`config.mk`:
```
export PLATFORM = sky130hd
export DESIGN_NAME = shadow_dir
export DESIGN_NICKNAME = d
export VERILOG_FILES = /design/src/rtl/shadow_dir_pkg.sv /design/src/rtl/sd_shadow_tags.sv /design/src/rtl/sd_msg_fifo.sv /design/src/rtl/shadow_dir.sv
export SDC_FILE = /design/constraint.sdc
export NUM_CORES = 2
export LEC_CHECK = 0
export ABC_AREA = 0
export BUFFER_PORTS_ARGS = -buffer_cell sky130_fd_sc_hd__buf_2
export CAP_MARGIN = 20
export CORE_ASPECT_RATIO = 1.4
export CORE_UTILIZATION = 40
export DETAILED_ROUTE_END_ITERATION = 8
export SLEW_MARGIN = 0
export SYNTH_ARGS = -nofsm -noshare
export SYNTH_HDL_FRONTEND = slang
export SYNTH_SLANG_ARGS = --single-unit
export TNS_END_PERCENT = 50
```
`constraint.sdc`:
```
create_clock -name clk -period 4.48 [get_ports clk]
set_clock_uncertainty 0.1 [all_clocks]
set_input_delay 0.448 -clock clk [delete_from_list [all_inputs] [get_ports clk]]
set_output_delay 0.448 -clock clk [all_outputs]
set_load 0.1 [all_outputs]
```
`src/rtl/shadow_dir_pkg.sv`:
```
package shadow_dir_pkg;
  typedef enum logic { MSG_FILL = 1'b0, MSG_STORE = 1'b1 } msg_kind_e;

  // flat position of (cache, way) in an invalidation vector
  function automatic int unsigned slot_of(int unsigned l1, int unsigned way, int unsigned ways);
    return l1 * ways + way;
  endfunction

  // flat position of (cache, set, way) in the mirror storage
  function automatic int unsigned entry_of(int unsigned l1, int unsigned set, int unsigned way,
                                           int unsigned sets, int unsigned ways);
    return (l1 * sets + set) * ways + way;
  endfunction
endpackage

```
`src/rtl/sd_shadow_tags.sv`:
```
module sd_shadow_tags
  import shadow_dir_pkg::*;
#(
  parameter int NUM_L1 = 4,
  parameter int SETS   = 16,
  parameter int WAYS   = 4,
  parameter int TAG_W  = 8,
  localparam int L1_W    = (NUM_L1 > 1) ? $clog2(NUM_L1) : 1,
  localparam int SET_W   = (SETS > 1) ? $clog2(SETS) : 1,
  localparam int WAY_W   = (WAYS > 1) ? $clog2(WAYS) : 1,
  localparam int SLOTS   = NUM_L1 * WAYS,
  localparam int ENTRIES = NUM_L1 * SETS * WAYS
) (
  input  logic             clk,
  input  logic             rst_n,
  input  logic             wr_en,
  input  logic [L1_W-1:0]  wr_l1,
  input  logic [SET_W-1:0] wr_set,
  input  logic [WAY_W-1:0] wr_way,
  input  logic [TAG_W-1:0] wr_tag,
  input  logic [SET_W-1:0] lk_set,
  input  logic [TAG_W-1:0] lk_tag,
  output logic [SLOTS-1:0] hit_vec,
  input  logic             clr_en,
  input  logic [SLOTS-1:0] clr_vec
);
  logic [ENTRIES-1:0] valid_q;
  logic [TAG_W-1:0]   tag_q [ENTRIES];

  for (genvar l = 0; l < NUM_L1; l++) begin : g_l1
    for (genvar w = 0; w < WAYS; w++) begin : g_way
      logic [31:0] idx;
      assign idx = entry_of(l, int'(lk_set), w, SETS, WAYS);
      assign hit_vec[slot_of(l, w, WAYS)] = valid_q[idx] && (tag_q[idx] == lk_tag);
    end
  end

  always_ff @(posedge clk) begin
    if (!rst_n) begin
      valid_q <= '0;
    end else if (wr_en) begin
      valid_q[entry_of(int'(wr_l1), int'(wr_set), int'(wr_way), SETS, WAYS)] <= 1'b1;
    end else if (clr_en) begin
      for (int s = 0; s < SLOTS; s++) begin
        if (clr_vec[s])
          valid_q[entry_of(s / WAYS, int'(lk_set), s % WAYS, SETS, WAYS)] <= 1'b0;
      end
    end
  end

  always_ff @(posedge clk) begin
    if (wr_en)
      tag_q[entry_of(int'(wr_l1), int'(wr_set), int'(wr_way), SETS, WAYS)] <= wr_tag;
  end
endmodule

```
`src/rtl/sd_msg_fifo.sv`:
```
module sd_msg_fifo #(
  parameter int W     = 32,
  parameter int DEPTH = 4,
  localparam int PTR_W = (DEPTH > 1) ? $clog2(DEPTH) : 1,
  localparam int CNT_W = $clog2(DEPTH + 1)
) (
  input  logic             clk,
  input  logic             rst_n,
  input  logic             push,
  input  logic [W-1:0]     push_data,
  input  logic             pop,
  output logic             full,
  output logic             out_valid,
  output logic [W-1:0]     out_data,
  output logic [CNT_W-1:0] count
);
  logic [W-1:0]     mem_q [DEPTH];
  logic [PTR_W-1:0] rd_q, wr_q;
  logic             do_pop;

  function automatic logic [PTR_W-1:0] bump(logic [PTR_W-1:0] p);
    return (p == PTR_W'(DEPTH - 1)) ? '0 : p + 1'b1;
  endfunction

  assign full      = (count == CNT_W'(DEPTH));
  assign out_valid = (count != '0);
  assign out_data  = mem_q[rd_q];
  assign do_pop    = pop && out_valid;

  always_ff @(posedge clk) begin
    if (!rst_n) begin
      rd_q  <= '0;
      wr_q  <= '0;
      count <= '0;
    end else begin
      if (push)   wr_q <= bump(wr_q);
      if (do_pop) rd_q <= bump(rd_q);
      count <= count + CNT_W'(push) - CNT_W'(do_pop);
    end
  end

  always_ff @(posedge clk) begin
    if (push) mem_q[wr_q] <= push_data;
  end
endmodule

```
`src/rtl/shadow_dir.sv`:
```
module shadow_dir
  import shadow_dir_pkg::*;
#(
  parameter int NUM_L1 = 4,
  parameter int SETS   = 16,
  parameter int WAYS   = 4,
  parameter int TAG_W  = 8,
  parameter int QDEPTH = 4,
  localparam int L1_W   = (NUM_L1 > 1) ? $clog2(NUM_L1) : 1,
  localparam int SET_W  = (SETS > 1) ? $clog2(SETS) : 1,
  localparam int WAY_W  = (WAYS > 1) ? $clog2(WAYS) : 1,
  localparam int ADDR_W = TAG_W + SET_W,
  localparam int SLOTS  = NUM_L1 * WAYS,
  localparam int MSG_W  = 1 + L1_W + ADDR_W + WAY_W + SLOTS,
  localparam int CNT_W  = $clog2(QDEPTH + 1)
) (
  input  logic              clk,
  input  logic              rst_n,
  input  logic              ld_valid,
  output logic              ld_ready,
  input  logic [L1_W-1:0]   ld_src,
  input  logic [ADDR_W-1:0] ld_addr,
  input  logic [WAY_W-1:0]  ld_way,
  input  logic              st_valid,
  output logic              st_ready,
  input  logic [L1_W-1:0]   st_src,
  input  logic [ADDR_W-1:0] st_addr,
  output logic              out_valid,
  input  logic              out_ready,
  output logic              out_kind,
  output logic [L1_W-1:0]   out_dest,
  output logic [ADDR_W-1:0] out_addr,
  output logic [WAY_W-1:0]  out_way,
  output logic [SLOTS-1:0]  out_inv
);
  function automatic logic [SET_W-1:0] set_of(logic [ADDR_W-1:0] a);
    return a[SET_W-1:0];
  endfunction
  function automatic logic [TAG_W-1:0] tag_of(logic [ADDR_W-1:0] a);
    return a[ADDR_W-1:SET_W];
  endfunction

  logic             q_full;
  logic [CNT_W-1:0] q_count;
  logic             ld_fire, st_fire, push;
  logic [SLOTS-1:0] st_hits, own_mask, st_inv_vec;
  logic [MSG_W-1:0] push_msg, head_msg;

  assign ld_ready = !q_full;
  assign st_ready = !q_full && !ld_valid;
  assign ld_fire  = ld_valid && ld_ready;
  assign st_fire  = st_valid && st_ready;
  assign push     = ld_fire || st_fire;

  for (genvar l = 0; l < NUM_L1; l++) begin : g_own
    assign own_mask[l*WAYS +: WAYS] = {WAYS{st_src == L1_W'(l)}};
  end
  assign st_inv_vec = st_hits & ~own_mask;

  sd_shadow_tags #(.NUM_L1(NUM_L1), .SETS(SETS), .WAYS(WAYS), .TAG_W(TAG_W)) u_tags (
    .clk(clk), .rst_n(rst_n),
    .wr_en(ld_fire), .wr_l1(ld_src), .wr_set(set_of(ld_addr)), .wr_way(ld_way),
    .wr_tag(tag_of(ld_addr)),
    .lk_set(set_of(st_addr)), .lk_tag(tag_of(st_addr)), .hit_vec(st_hits),
    .clr_en(st_fire), .clr_vec(st_inv_vec)
  );

  always_comb begin
    if (ld_fire) push_msg = {MSG_FILL, ld_src, ld_addr, ld_way, {SLOTS{1'b0}}};
    else         push_msg = {MSG_STORE, st_src, st_addr, {WAY_W{1'b0}}, st_inv_vec};
  end

  sd_msg_fifo #(.W(MSG_W), .DEPTH(QDEPTH)) u_q (
    .clk(clk), .rst_n(rst_n), .push(push), .push_data(push_msg),
    .pop(out_ready), .full(q_full), .out_valid(out_valid), .out_data(head_msg),
    .count(q_count)
  );

  assign {out_kind, out_dest, out_addr, out_way, out_inv} = head_msg;
endmodule

```
==> run metrics <==
Max Freq 0.2525 GHz; # DRC 0; initial core utilization 40.31%; post-DP HPWL 176.7 mm; MaxCap Viol Count 0; Min-Delay Path Class input port to register; Ys Warns 0; combinational share of power 10.0%; port bufs 70; Synth area leaders edfxtp_1 67%, mux4_2 15%, dfxtp_1 5.5%; number of synthesized flops with an enable pin 2180; core region area 240900 µm²; Worst R2R Setup Slack 0.52 ns; Avg Cell Area, Syn 19.33 µm²; first-pass GRT wire length 394.3 mm; Endpoint, Worst Hold u_tags.tag_q[197][0]; Crit path required time 5.12 ns; fin. max-slew vios 0; Cells after Synth 5025; Chip Width 418.5 µm; gr ovfl total 0; endpoint class of the critical path register; clock root buffer clkbuf_16; Register-to-Register Path Depth 9; Final setup viols 0; WHS Path Cells 1; PwrDens 440.0 nW/µm²; DRT Pass-1 Iters 5; status complete, no violations; via count of the routed design 51900; Post-CTS Setup Bufs 0; Vias/cell 5.851; Setup TNS 0 ns; Crit path top cell by count buf_4; Yosys top cell area share 67.40%; Hold-fix buffers, CTS 1; number of unique standard cell types used by synthesis 67; number of antenna-violating nets in the routed design 0; Leakage 35.81 nW; crit path DAT 4.60 ns; Critical Path Start Type register; Syn Std Cell Area 97120 µm²; peak fanout along the critical path 9; Hold Vio Cnt, Final 0; fin nets 5493; Yosys top cell by area edfxtp_1; switching share of power 24.56%; Layout Area Growth over Synthesis 14.21%; post-synthesis sequential area ratio 72.86%; Reg2Reg Capture Point u_tags.valid_q[48]; slowest CP cell nor3_2; Longest Clk Path Bufs 4; H-tree depth 4; Clock transition at path regs 0.07 ns; CP Cell Sequence nor2_1 -> nand2_1 -> and2_4 -> inv_1 -> buf_4 -> nand4_1 -> nor3_2 -> buf_4 -> a21oi_1; Synth Flop Type edfxtp_1; Yosys reg bits 2445; clock period minus worst slack 3.961 ns; CP max stage delay 0.76 ns; Relative slew margins 24.60%; RD Place Congestion 0.8653; VDD IR-drop max 0.0004459 V; CTS tree done; worst-margin pin slew 1.131 ns; Total Wirelength 279.1 mm; die area 244800 µm²; Seq pwr share 51.8%; internal power 0.03682 W; initial detailed-routing violation count 5418; clock share of power 38.2%; initial antenna violation count 21; I/O pin total 71; Post-CTS Resized 0; insertion delay to the later sink of the worst-skew pair 0.90 ns; reg-to-reg startpoint u_q.count[1]; vias in the first global route 52650; Final period util 88.41%; number of cell rows 213; Sink Count 2445; Mapped Nets 5068; share of cells above drive strength 1 27.26%; RSZ-0062 raised after global routing no; Die H 585.0 µm; ys async rst share 0%; critical path start-end classification register to register; gr usage total 22.69%; Num CTS Buffers 223; largest net degree at the start of global routing 142; final core utilization 46.04%; Psw 0.01199 W; average wire per standard cell 31.47 µm; hold path startpoint ld_addr[4]
critical path, delay by kind of cell (launching register included):
family / cells / cell delay, ns
and+or+nand+nor: 5 / 1.75
DFF: 1 / 0.34
buffers and inverters: 3 / 1.48
AOI/OAI and AO/OA: 1 / 0.13
placed cells by master (no fill, tap or decap), types with 26 or more instances in the layout:
| master | instances |
|---|---|
| buf_12 | 42 |
| nand2_1 | 107 |
| clkinv_1 | 41 |
| mux2i_1 | 265 |
| mux4_2 | 632 |
| clkbuf_1 | 59 |
| nand3_1 | 41 |
| buf_2 | 57 |
| a21oi_1 | 247 |
| clkbuf_16 | 225 |
| nor3_1 | 26 |
| buf_4 | 406 |
| edfxtp_1 | 2180 |
| o21ai_0 | 264 |
| nor2_1 | 312 |
| dfxtp_1 | 263 |
| xnor2_1 | 125 |
| clkinv_2 | 35 |
power groups by stage:
stage / registers [W] / logic, W / clock network [W]
4_1_cts: 0.0253 / 0.00494 / 0.0189
3_5_place_dp: 0.0258 / 0.00493 / 0
2_1_floorplan: 0.0257 / 0.00318 / 0
3_3_place_gp: 0.0257 / 0.00489 / 0
5_1_grt: 0.0253 / 0.00507 / 0.0197
6_report: 0.0253 / 0.00489 / 0.0187
worst max path at each step:
stage,end,slack (ns),from
after floorplan,u_q.mem_q[0][12],1.18,st_addr[1]
after global placement,u_q.mem_q[2][11],0.09,st_addr[0]
after global routing,u_tags.valid_q[48],0.46,u_q.count[1]
after CTS,u_tags.valid_q[177],0.63,u_q.count[1]
after detailed placement,u_q.mem_q[2][11],0.07,st_addr[0]
final,u_tags.valid_q[48],0.52,u_q.count[1]
state kept, by name (all words and copies together) (netlist names), named ones only:
register,count
u_tags.tag_q,2048
u_tags.valid_q,256
u_q.mem_q,132
u_q.count,3
u_q.rd_q,2
u_q.wr_q,2
final cells by class:
class	count	area, µm²
Inverter	21	96.34
Sequential cell	2445	70770
Multi-Input combinational cell	2239	24640
Timing Repair Buffer	520	4373
Fill cell	20390	130000
Antenna cell	16	40.04
Tap cell	3225	4035
Clock inverter	110	967.2
Clock buffer	295	6003
through the flow:
stage / setup WS (ns) / cells / cell area (µm²) / total power (W) / hold WS (ns)
floorplan: 1.177 / 5025 / 97120 / 0.02887 / 0.3666
CTS: 0.6275 / 8853 / 110900 / 0.04912 / 0.03515
finish: 0.5192 / 8871 / 110900 / 0.04881 / 0.03559
global route: 0.4588 / 8863 / 110900 / 0.05001 / 0.07159
detailed placement: 0.06853 / 8447 / 103900 / 0.03068 / 0.4065
global placement: 0.09247 / 8445 / 103900 / 0.03062 / 0.3839
per-layer routing:
| layer | GRT usage, % | share of wire (%) |
|---|---|---|
| met5 | 0 | 0.029 |
| met4 | 10.14 | 4.7 |
| met3 | 3.780 | 7.4 |
| met2 | 38.55 | 51 |
| met1 | 28.49 | 37 |
cells in the mapped netlist (all sizes together), types with 14 or more instances:
master / instances
edfxtp: 2180
mux4: 650
nor2: 332
dfxtp: 265
mux2i: 265
o21ai: 265
a21oi: 247
buf: 178
clkbuf: 141
xnor2: 125
nand2: 107
nand3: 42
nor3: 34
nand4: 20
xor2: 20
inv: 18
nor2b: 18
nor4: 14
o221a: 14
kinds of logic (layout without fill, tap and decap cells):
group	after synthesis	in the layout	share of synthesized area, %
AO/OA/AOI/OAI	564	564	3.118
XOR/XNOR	145	145	1.308
adder cells (fa/ha/maj)	8	8	0.1108
buffers and inverters	341	946	1.904
flip-flops	2445	2445	72.86
multiplexers	917	917	17.90
other	0	16	0
AND/OR/NAND/NOR	605	605	2.799
No activity file was read; power rests on OpenSTA's default activity.
